$ cat config.mk
export PLATFORM = sky130hd
export DESIGN_NAME = adc_seq_ctrl
export DESIGN_NICKNAME = d
export VERILOG_FILES = /design/src/rtl/adc_seq_pkg.sv /design/src/rtl/adc_tad_gen.sv /design/src/rtl/adc_trig_sel.sv /design/src/rtl/adc_seq_fsm.sv /design/src/rtl/adc_seq_ctrl.sv
export SDC_FILE = /design/constraint.sdc
export NUM_CORES = 1
export LEC_CHECK = 0
export BUFFER_PORTS_ARGS = -buffer_cell sky130_fd_sc_hd__buf_2
export CAP_MARGIN = 10
export CORE_MARGIN = 8
export CORE_UTILIZATION = 48
export CTS_CLUSTER_SIZE = 28
export DETAILED_ROUTE_END_ITERATION = 7
export PLACE_DENSITY_LB_ADDON = 0.25
export RECOVER_POWER = 25
export SYNTH_ARGS = -nofsm -noshare
export SYNTH_HDL_FRONTEND = slang
export SYNTH_SLANG_ARGS = --single-unit
export TNS_END_PERCENT = 20
$ cat constraint.sdc
create_clock -name clk -period 2.7 [get_ports clk]
set_input_delay 0.54 -clock clk [delete_from_list [all_inputs] [get_ports clk]]
set_output_delay 0.54 -clock clk [all_outputs]
set_load 0.03 [all_outputs]
$ cat src/rtl/adc_seq_pkg.sv
package adc_seq_pkg;
  typedef enum logic [1:0] {
    PH_IDLE    = 2'd0,
    PH_SAMPLE  = 2'd1,
    PH_CONVERT = 2'd2
  } phase_t;

  localparam logic [2:0] TRG_SOFT = 3'b000;
  localparam logic [2:0] TRG_EXT  = 3'b001;
  localparam logic [2:0] TRG_TMR  = 3'b010;
  localparam logic [2:0] TRG_AUTO = 3'b111;
endpackage

$ cat src/rtl/adc_tad_gen.sv
module adc_tad_gen #(
  parameter int DIV_W = 6
) (
  input  logic             clk,
  input  logic             rst_n,
  input  logic             run,
  input  logic             restart,
  input  logic [DIV_W-1:0] div,
  input  logic             rc_sel,
  input  logic             rc_tick,
  output logic             tick
);
  localparam int AW = DIV_W + 2;

  logic [AW-1:0] acc;
  logic [AW-1:0] nval;
  logic [AW-1:0] sum;
  logic          div_zero;
  logic          sys_tick;

  assign nval     = AW'(div) + AW'(1);
  assign sum      = acc + AW'(2);
  assign div_zero = (div == '0);
  assign sys_tick = div_zero | (sum >= nval);
  assign tick     = run & (rc_sel ? rc_tick : sys_tick);

  always_ff @(posedge clk) begin
    if (!rst_n) begin
      acc <= '0;
    end else if (restart || !run || rc_sel || div_zero) begin
      acc <= '0;
    end else if (sys_tick) begin
      acc <= sum - nval;
    end else begin
      acc <= sum;
    end
  end


  acc_range_chk: assert property (@(posedge clk) disable iff (!rst_n)
    acc < nval);
endmodule

$ cat src/rtl/adc_trig_sel.sv
module adc_trig_sel
  import adc_seq_pkg::*;
(
  input  logic       clk,
  input  logic       rst_n,
  input  logic [2:0] mode,
  input  logic       samp_sw,
  input  logic       tmr_strobe,
  input  logic       ext_strobe,
  input  logic       auto_hit,
  output logic       samp_rise,
  output logic       auto_mode,
  output logic       trig
);
  logic samp_q;
  logic samp_fall;

  always_ff @(posedge clk) begin
    if (!rst_n) samp_q <= 1'b0;
    else        samp_q <= samp_sw;
  end

  assign samp_rise = samp_sw & ~samp_q;
  assign samp_fall = ~samp_sw & samp_q;
  assign auto_mode = (mode == TRG_AUTO);

  always_comb begin
    unique case (mode)
      TRG_SOFT: trig = samp_fall;
      TRG_EXT:  trig = ext_strobe;
      TRG_TMR:  trig = tmr_strobe;
      TRG_AUTO: trig = auto_hit;
      default:  trig = 1'b0;
    endcase
  end
endmodule

$ cat src/rtl/adc_seq_fsm.sv
module adc_seq_fsm
  import adc_seq_pkg::*;
#(
  parameter int SAMC_W    = 5,
  parameter int CONV_TADS = 14,
  parameter int RES_W     = 12
) (
  input  logic              clk,
  input  logic              rst_n,
  input  logic              enable,
  input  logic              samp_rise,
  input  logic              trig,
  input  logic              auto_mode,
  input  logic [SAMC_W-1:0] samc,
  input  logic              tick,
  input  logic [RES_W-1:0]  conv_data,
  input  logic              buf_we,
  input  logic [RES_W-1:0]  buf_wdata,
  output phase_t            phase,
  output logic              phase_change,
  output logic              auto_hit,
  output logic              done,
  output logic [RES_W-1:0]  result
);
  localparam int CW_CONV = $clog2(CONV_TADS + 1);
  localparam int CNT_W   = (SAMC_W > CW_CONV) ? SAMC_W : CW_CONV;

  phase_t           phase_nx;
  logic [CNT_W-1:0] cnt;
  logic [CNT_W-1:0] cnt_inc;
  logic [CNT_W-1:0] samc_eff;
  logic             conv_end;
  logic             complete;

  assign cnt_inc  = cnt + CNT_W'(1);
  assign samc_eff = (samc == '0) ? CNT_W'(1) : CNT_W'(samc);
  assign auto_hit = (phase == PH_SAMPLE) && tick && (cnt_inc == samc_eff);
  assign conv_end = (phase == PH_CONVERT) && tick && (cnt_inc == CNT_W'(CONV_TADS));
  assign complete = enable && conv_end;

  always_comb begin
    phase_nx = phase;
    if (!enable) begin
      phase_nx = PH_IDLE;
    end else begin
      unique case (phase)
        PH_IDLE:    if (samp_rise) phase_nx = PH_SAMPLE;
        PH_SAMPLE:  if (trig) phase_nx = PH_CONVERT;
        PH_CONVERT: if (conv_end) phase_nx = auto_mode ? PH_SAMPLE : PH_IDLE;
        default:    phase_nx = PH_IDLE;
      endcase
    end
  end

  assign phase_change = (phase_nx != phase);

  always_ff @(posedge clk) begin
    if (!rst_n) begin
      phase <= PH_IDLE;
      cnt   <= '0;
    end else begin
      phase <= phase_nx;
      if (phase_change || phase == PH_IDLE) cnt <= '0;
      else if (tick)                        cnt <= cnt_inc;
    end
  end

  always_ff @(posedge clk) begin
    if (!rst_n) begin
      done   <= 1'b0;
      result <= '0;
    end else begin
      done <= complete;
      if (complete)    result <= conv_data;
      else if (buf_we) result <= buf_wdata;
    end
  end


  abort_idle_chk: assert property (@(posedge clk) disable iff (!rst_n)
    !enable |=> phase == PH_IDLE);


  done_src_chk: assert property (@(posedge clk) disable iff (!rst_n)
    done |-> $past(phase) == PH_CONVERT);


  result_hold_chk: assert property (@(posedge clk) disable iff (!rst_n)
    (result != $past(result)) |-> (done || $past(buf_we)));


  done_single_chk: assert property (@(posedge clk) disable iff (!rst_n)
    done |=> !done);
endmodule

$ cat src/rtl/adc_seq_ctrl.sv
module adc_seq_ctrl
  import adc_seq_pkg::*;
#(
  parameter int DIV_W     = 6,
  parameter int SAMC_W    = 5,
  parameter int CONV_TADS = 14,
  parameter int RES_W     = 12
) (
  input  logic              clk,
  input  logic              rst_n,
  input  logic              enable,
  input  logic              samp_sw,
  input  logic [2:0]        trig_src,
  input  logic [SAMC_W-1:0] samp_cnt,
  input  logic [DIV_W-1:0]  clk_div,
  input  logic              rc_sel,
  input  logic              rc_tick,
  input  logic              tmr_strobe,
  input  logic              ext_strobe,
  input  logic [RES_W-1:0]  conv_data,
  input  logic              buf_we,
  input  logic [RES_W-1:0]  buf_wdata,
  output logic              sample_hold,
  output logic              conv_busy,
  output logic              done,
  output logic [RES_W-1:0]  result
);
  phase_t phase;
  logic   phase_change;
  logic   auto_hit;
  logic   samp_rise;
  logic   auto_mode;
  logic   trig;
  logic   tick;

  adc_trig_sel u_trig (
    .clk        (clk),
    .rst_n      (rst_n),
    .mode       (trig_src),
    .samp_sw    (samp_sw),
    .tmr_strobe (tmr_strobe),
    .ext_strobe (ext_strobe),
    .auto_hit   (auto_hit),
    .samp_rise  (samp_rise),
    .auto_mode  (auto_mode),
    .trig       (trig)
  );

  adc_tad_gen #(.DIV_W(DIV_W)) u_tad (
    .clk     (clk),
    .rst_n   (rst_n),
    .run     (phase != PH_IDLE),
    .restart (phase_change),
    .div     (clk_div),
    .rc_sel  (rc_sel),
    .rc_tick (rc_tick),
    .tick    (tick)
  );

  adc_seq_fsm #(
    .SAMC_W    (SAMC_W),
    .CONV_TADS (CONV_TADS),
    .RES_W     (RES_W)
  ) u_fsm (
    .clk          (clk),
    .rst_n        (rst_n),
    .enable       (enable),
    .samp_rise    (samp_rise),
    .trig         (trig),
    .auto_mode    (auto_mode),
    .samc         (samp_cnt),
    .tick         (tick),
    .conv_data    (conv_data),
    .buf_we       (buf_we),
    .buf_wdata    (buf_wdata),
    .phase        (phase),
    .phase_change (phase_change),
    .auto_hit     (auto_hit),
    .done         (done),
    .result       (result)
  );

  assign sample_hold = (phase == PH_SAMPLE);
  assign conv_busy   = (phase == PH_CONVERT);


  conv_after_sample_chk: assert property (@(posedge clk) disable iff (!rst_n)
    $rose(conv_busy) |-> $past(sample_hold));
endmodule

==> impl_metrics.py <==
metrics = {
    "yosys": {
        "async_flop_share": 0,
        "synthAdderAreaFrac": 0.0768,
        "synth_top_area_frac": 0.262,
        "ys_warn_count": 0,
        "synth-compound-area-share": 0.263,
        "synthTopCellsByCount": "dfxtp_1, nor2_1, a211oi_2",
        "synthMuxAreaShare": 0.0684,
        "synth_simple_gate_area_frac": 0.190,
        "synth_area_sq_um": 2210,
        "netlist_top_cells_area": "dfxtp_1, a211oi_2, ha_1",
        "syn-instance-count": 248,
        "synthXorXnorAreaFrac": 0.0870,
        "synth_seq_cells": 29,
        "synth.distinct_cells": 52,
        "synth_edf_count": 0,
        "synth.avg_cell_area_sq_um": 8.93,
        "synth_top_area_cell": "dfxtp_1",
        "synth_top_family_by_area": "compound AO/OA/AOI/OAI gates",
        "yosysMostFrequentCell": "dfxtp_1",
        "ys_seq_area_frac": 0.262,
        "syn_nets": 308,
        "ys.flop_type": "dfxtp_1",
    },
    "global_route": {
        "antenna_found_initial": 0,
        "grt_usage": 0.157,
        "grt_max_degree": 26,
        "grt_remaining_overflow": 0,
        "grt_pass1_wl_mm": 9.44,
        "grt_pass1_vias": 2180,
    },
    "pwr": {
        "total_power_mw": 1.18,
        "peakVddDrop_uv": 308,
        "share_comb_of_total_power": 0.220,
        "p_leak_nw": 1.26,
        "pwr-share-clk": 0.403,
        "swShare": 0.274,
        "p_int_uw": 858,
        "p_per_area_nw_per_um2": 396,
        "p_switching_uw": 323,
        "power_frac_seq": 0.378,
    },
    "placement": {
        "dp_cells": 379,
        "place_ws_ps": -162,
        "dp_hpwl_mm": 4.52,
        "io_buffers": 61,
        "place.gp.congestion": 0.837,
        "placed_cell_area_sq_um": 2760,
    },
    "routing": {
        "routed_wl_mm": 5.76,
        "vias_per_cell": 5.55,
        "vias": 2165,
        "wl_per_cell_um": 14.8,
        "drt_iter0_markers": 88,
        "first_pass_iters": 4,
        "drc_errors": 0,
        "drtAntennaViolNets": 0,
    },
    "sta": {
        "tns_ps": 0,
        "fmax_mhz": 385,
        "fin_worst_skew_ps": 5.14,
        "fin_crit_sh": 0.962,
        "drv_slew": 0,
        "worst_slew_pin_slew_ps": 551,
        "setup_ws_ps": 103,
        "rsz0062_at_grt": "true",
        "period_needed_ps": 2600,
        "relSlewSlack": 0.628,
        "finalSetupViolCount": 0,
        "hold_viol_final": 0,
    },
    "die": {
        "die_h_um": 83.9,
        "die-area_sq_um": 7040,
        "fp.dieW_um": 83.9,
        "fp.coreArea_sq_um": 4410,
        "io_pins": 62,
        "start_util": 0.502,
        "num_rows": 24,
    },
    "critical_path": {
        "cp_top_family": "simple AND/OR/NAND/NOR gates",
        "path_buf_inv": 3,
        "start_kind": "flop",
        "criticalPathCategory": "flop to flop",
        "crit_arrival_ps": 2810,
        "path_cells": "and3_1 > nand3_1 > xnor2_1 > ha_1 > inv_1 > o41ai_1 > or4_1 > buf_6 > o2111ai_4 > clkbuf_16 > nor2_1 > a211oi_2",
        "required_ps": 2910,
        "cp-end-kind": "flop",
        "slowest_delay_ps": 430,
        "worst_path_max_delay_cell": "or4_1",
        "critical_path.max_fanout": 7,
    },
    "clock_network": {
        "clock_latency_ps": 290,
        "cts_max_path_buffers": 2,
        "htree_levels": 2,
        "ctsHoldBuffers": 0,
        "cts_buffers": 5,
        "path_clk_slew_ps": 70,
        "cts_tree": "done",
        "cts_root_buffer": "clkbuf_8",
        "clock-sinks": 29,
    },
    "final_layout": {
        "fin_cells": 390,
        "final_cell_area_sq_um": 2980,
        "area_growth_pct": 34.7,
        "antenna_cells": 0,
        "drive_above_1_share": 0.382,
        "fin_nets": 397,
    },
    "flow_run": {
        "maxCapViolCount": 0,
    },
    "hold_path": {
        "min_path_type": "input port to flop",
    },
    "status": {
        "status": "complete, no violations",
    },
}
-- layout make-up --
cell class / instances / area (sq um)
Sequential cell: 29 / 587
Multi-Input combinational cell: 195 / 1570
Clock buffer: 6 / 82.6
Fill cell: 373 / 1430
Clock inverter: 2 / 37.5
Timing Repair Buffer: 92 / 592
Inverter: 14 / 52.6
Tap cell: 52 / 65.1
-- power groups by stage --
stage                     logic [mW]  clock network (mW)  registers, mW
final                          0.259               0.476          0.446
after global placement         0.248                   0          0.456
after detailed placement       0.252                   0          0.456
after CTS                      0.255               0.481          0.447
after global routing           0.283               0.498          0.448
after floorplan                0.128                   0          0.477
-- per-stage QoR --
| step | utilization | hold slack (ps) |
|---|---|---|
| floorplan | - | 557 |
| global placement | 0.624 | 540 |
| detailed placement | 0.624 | 545 |
| CTS | 0.653 | 493 |
| global route | 0.676 | 514 |
| finish | 0.676 | 495 |
-- worst paths after layout --
check | start | endpoint | slack, ps | depth (start not counted)
worst max-delay path | u_tad.acc[3] | u_fsm.result[10] | 100 | 12
worst min-delay path | samp_sw | u_trig.samp_q | 500 | 2
worst max register to register | u_tad.acc[3] | u_fsm.result[10] | 100 | 12
worst min register to register | u_fsm.result[0] | u_fsm.result[0] | 560 | 2
-- state kept, by name, summed over array words and instances (netlist names) --
register / flops
u_fsm.done: 1
u_trig.samp_q: 1
u_tad.acc: 8
u_fsm.result: 12
u_fsm.cnt: 5
u_fsm.phase: 2
-- per-layer routing --
metal / global-route usage / wire (um)
met1: 0.194 / 2660
met2: 0.250 / 2680
met3: 0.0518 / 358
met4: 0.0471 / 61
met5: 0 / 0
-- cell families after synthesis --
logic type / Yosys count
xor+xnor: 22
flops: 29
simple gates: 77
fa+ha+maj: 13
mux: 15
compound gates: 68
buf+inv: 24
-- placed cells by master (no fill, tap or decap), types with 6 or more instances in the layout --
master / instances
xor2_1: 11
a21oi_1: 7
xnor2_1: 9
buf_4: 26
nor2_1: 19
buf_2: 53
o21ai_0: 10
dfxtp_1: 26
a211oi_2: 16
ha_1: 10
inv_1: 14
mux2i_1: 14
clkbuf_1: 8
a211oi_1: 8
nand2_1: 10
clkbuf_8: 6
nand3_1: 9
-- what timing repair did --
action,CTS,global route
resized for setup,0,14
pin swaps,0,3
endpoints found under the setup margin,1,28
setup buffers,1,0
cloned,0,2
(Power assumes the default switching activity.)
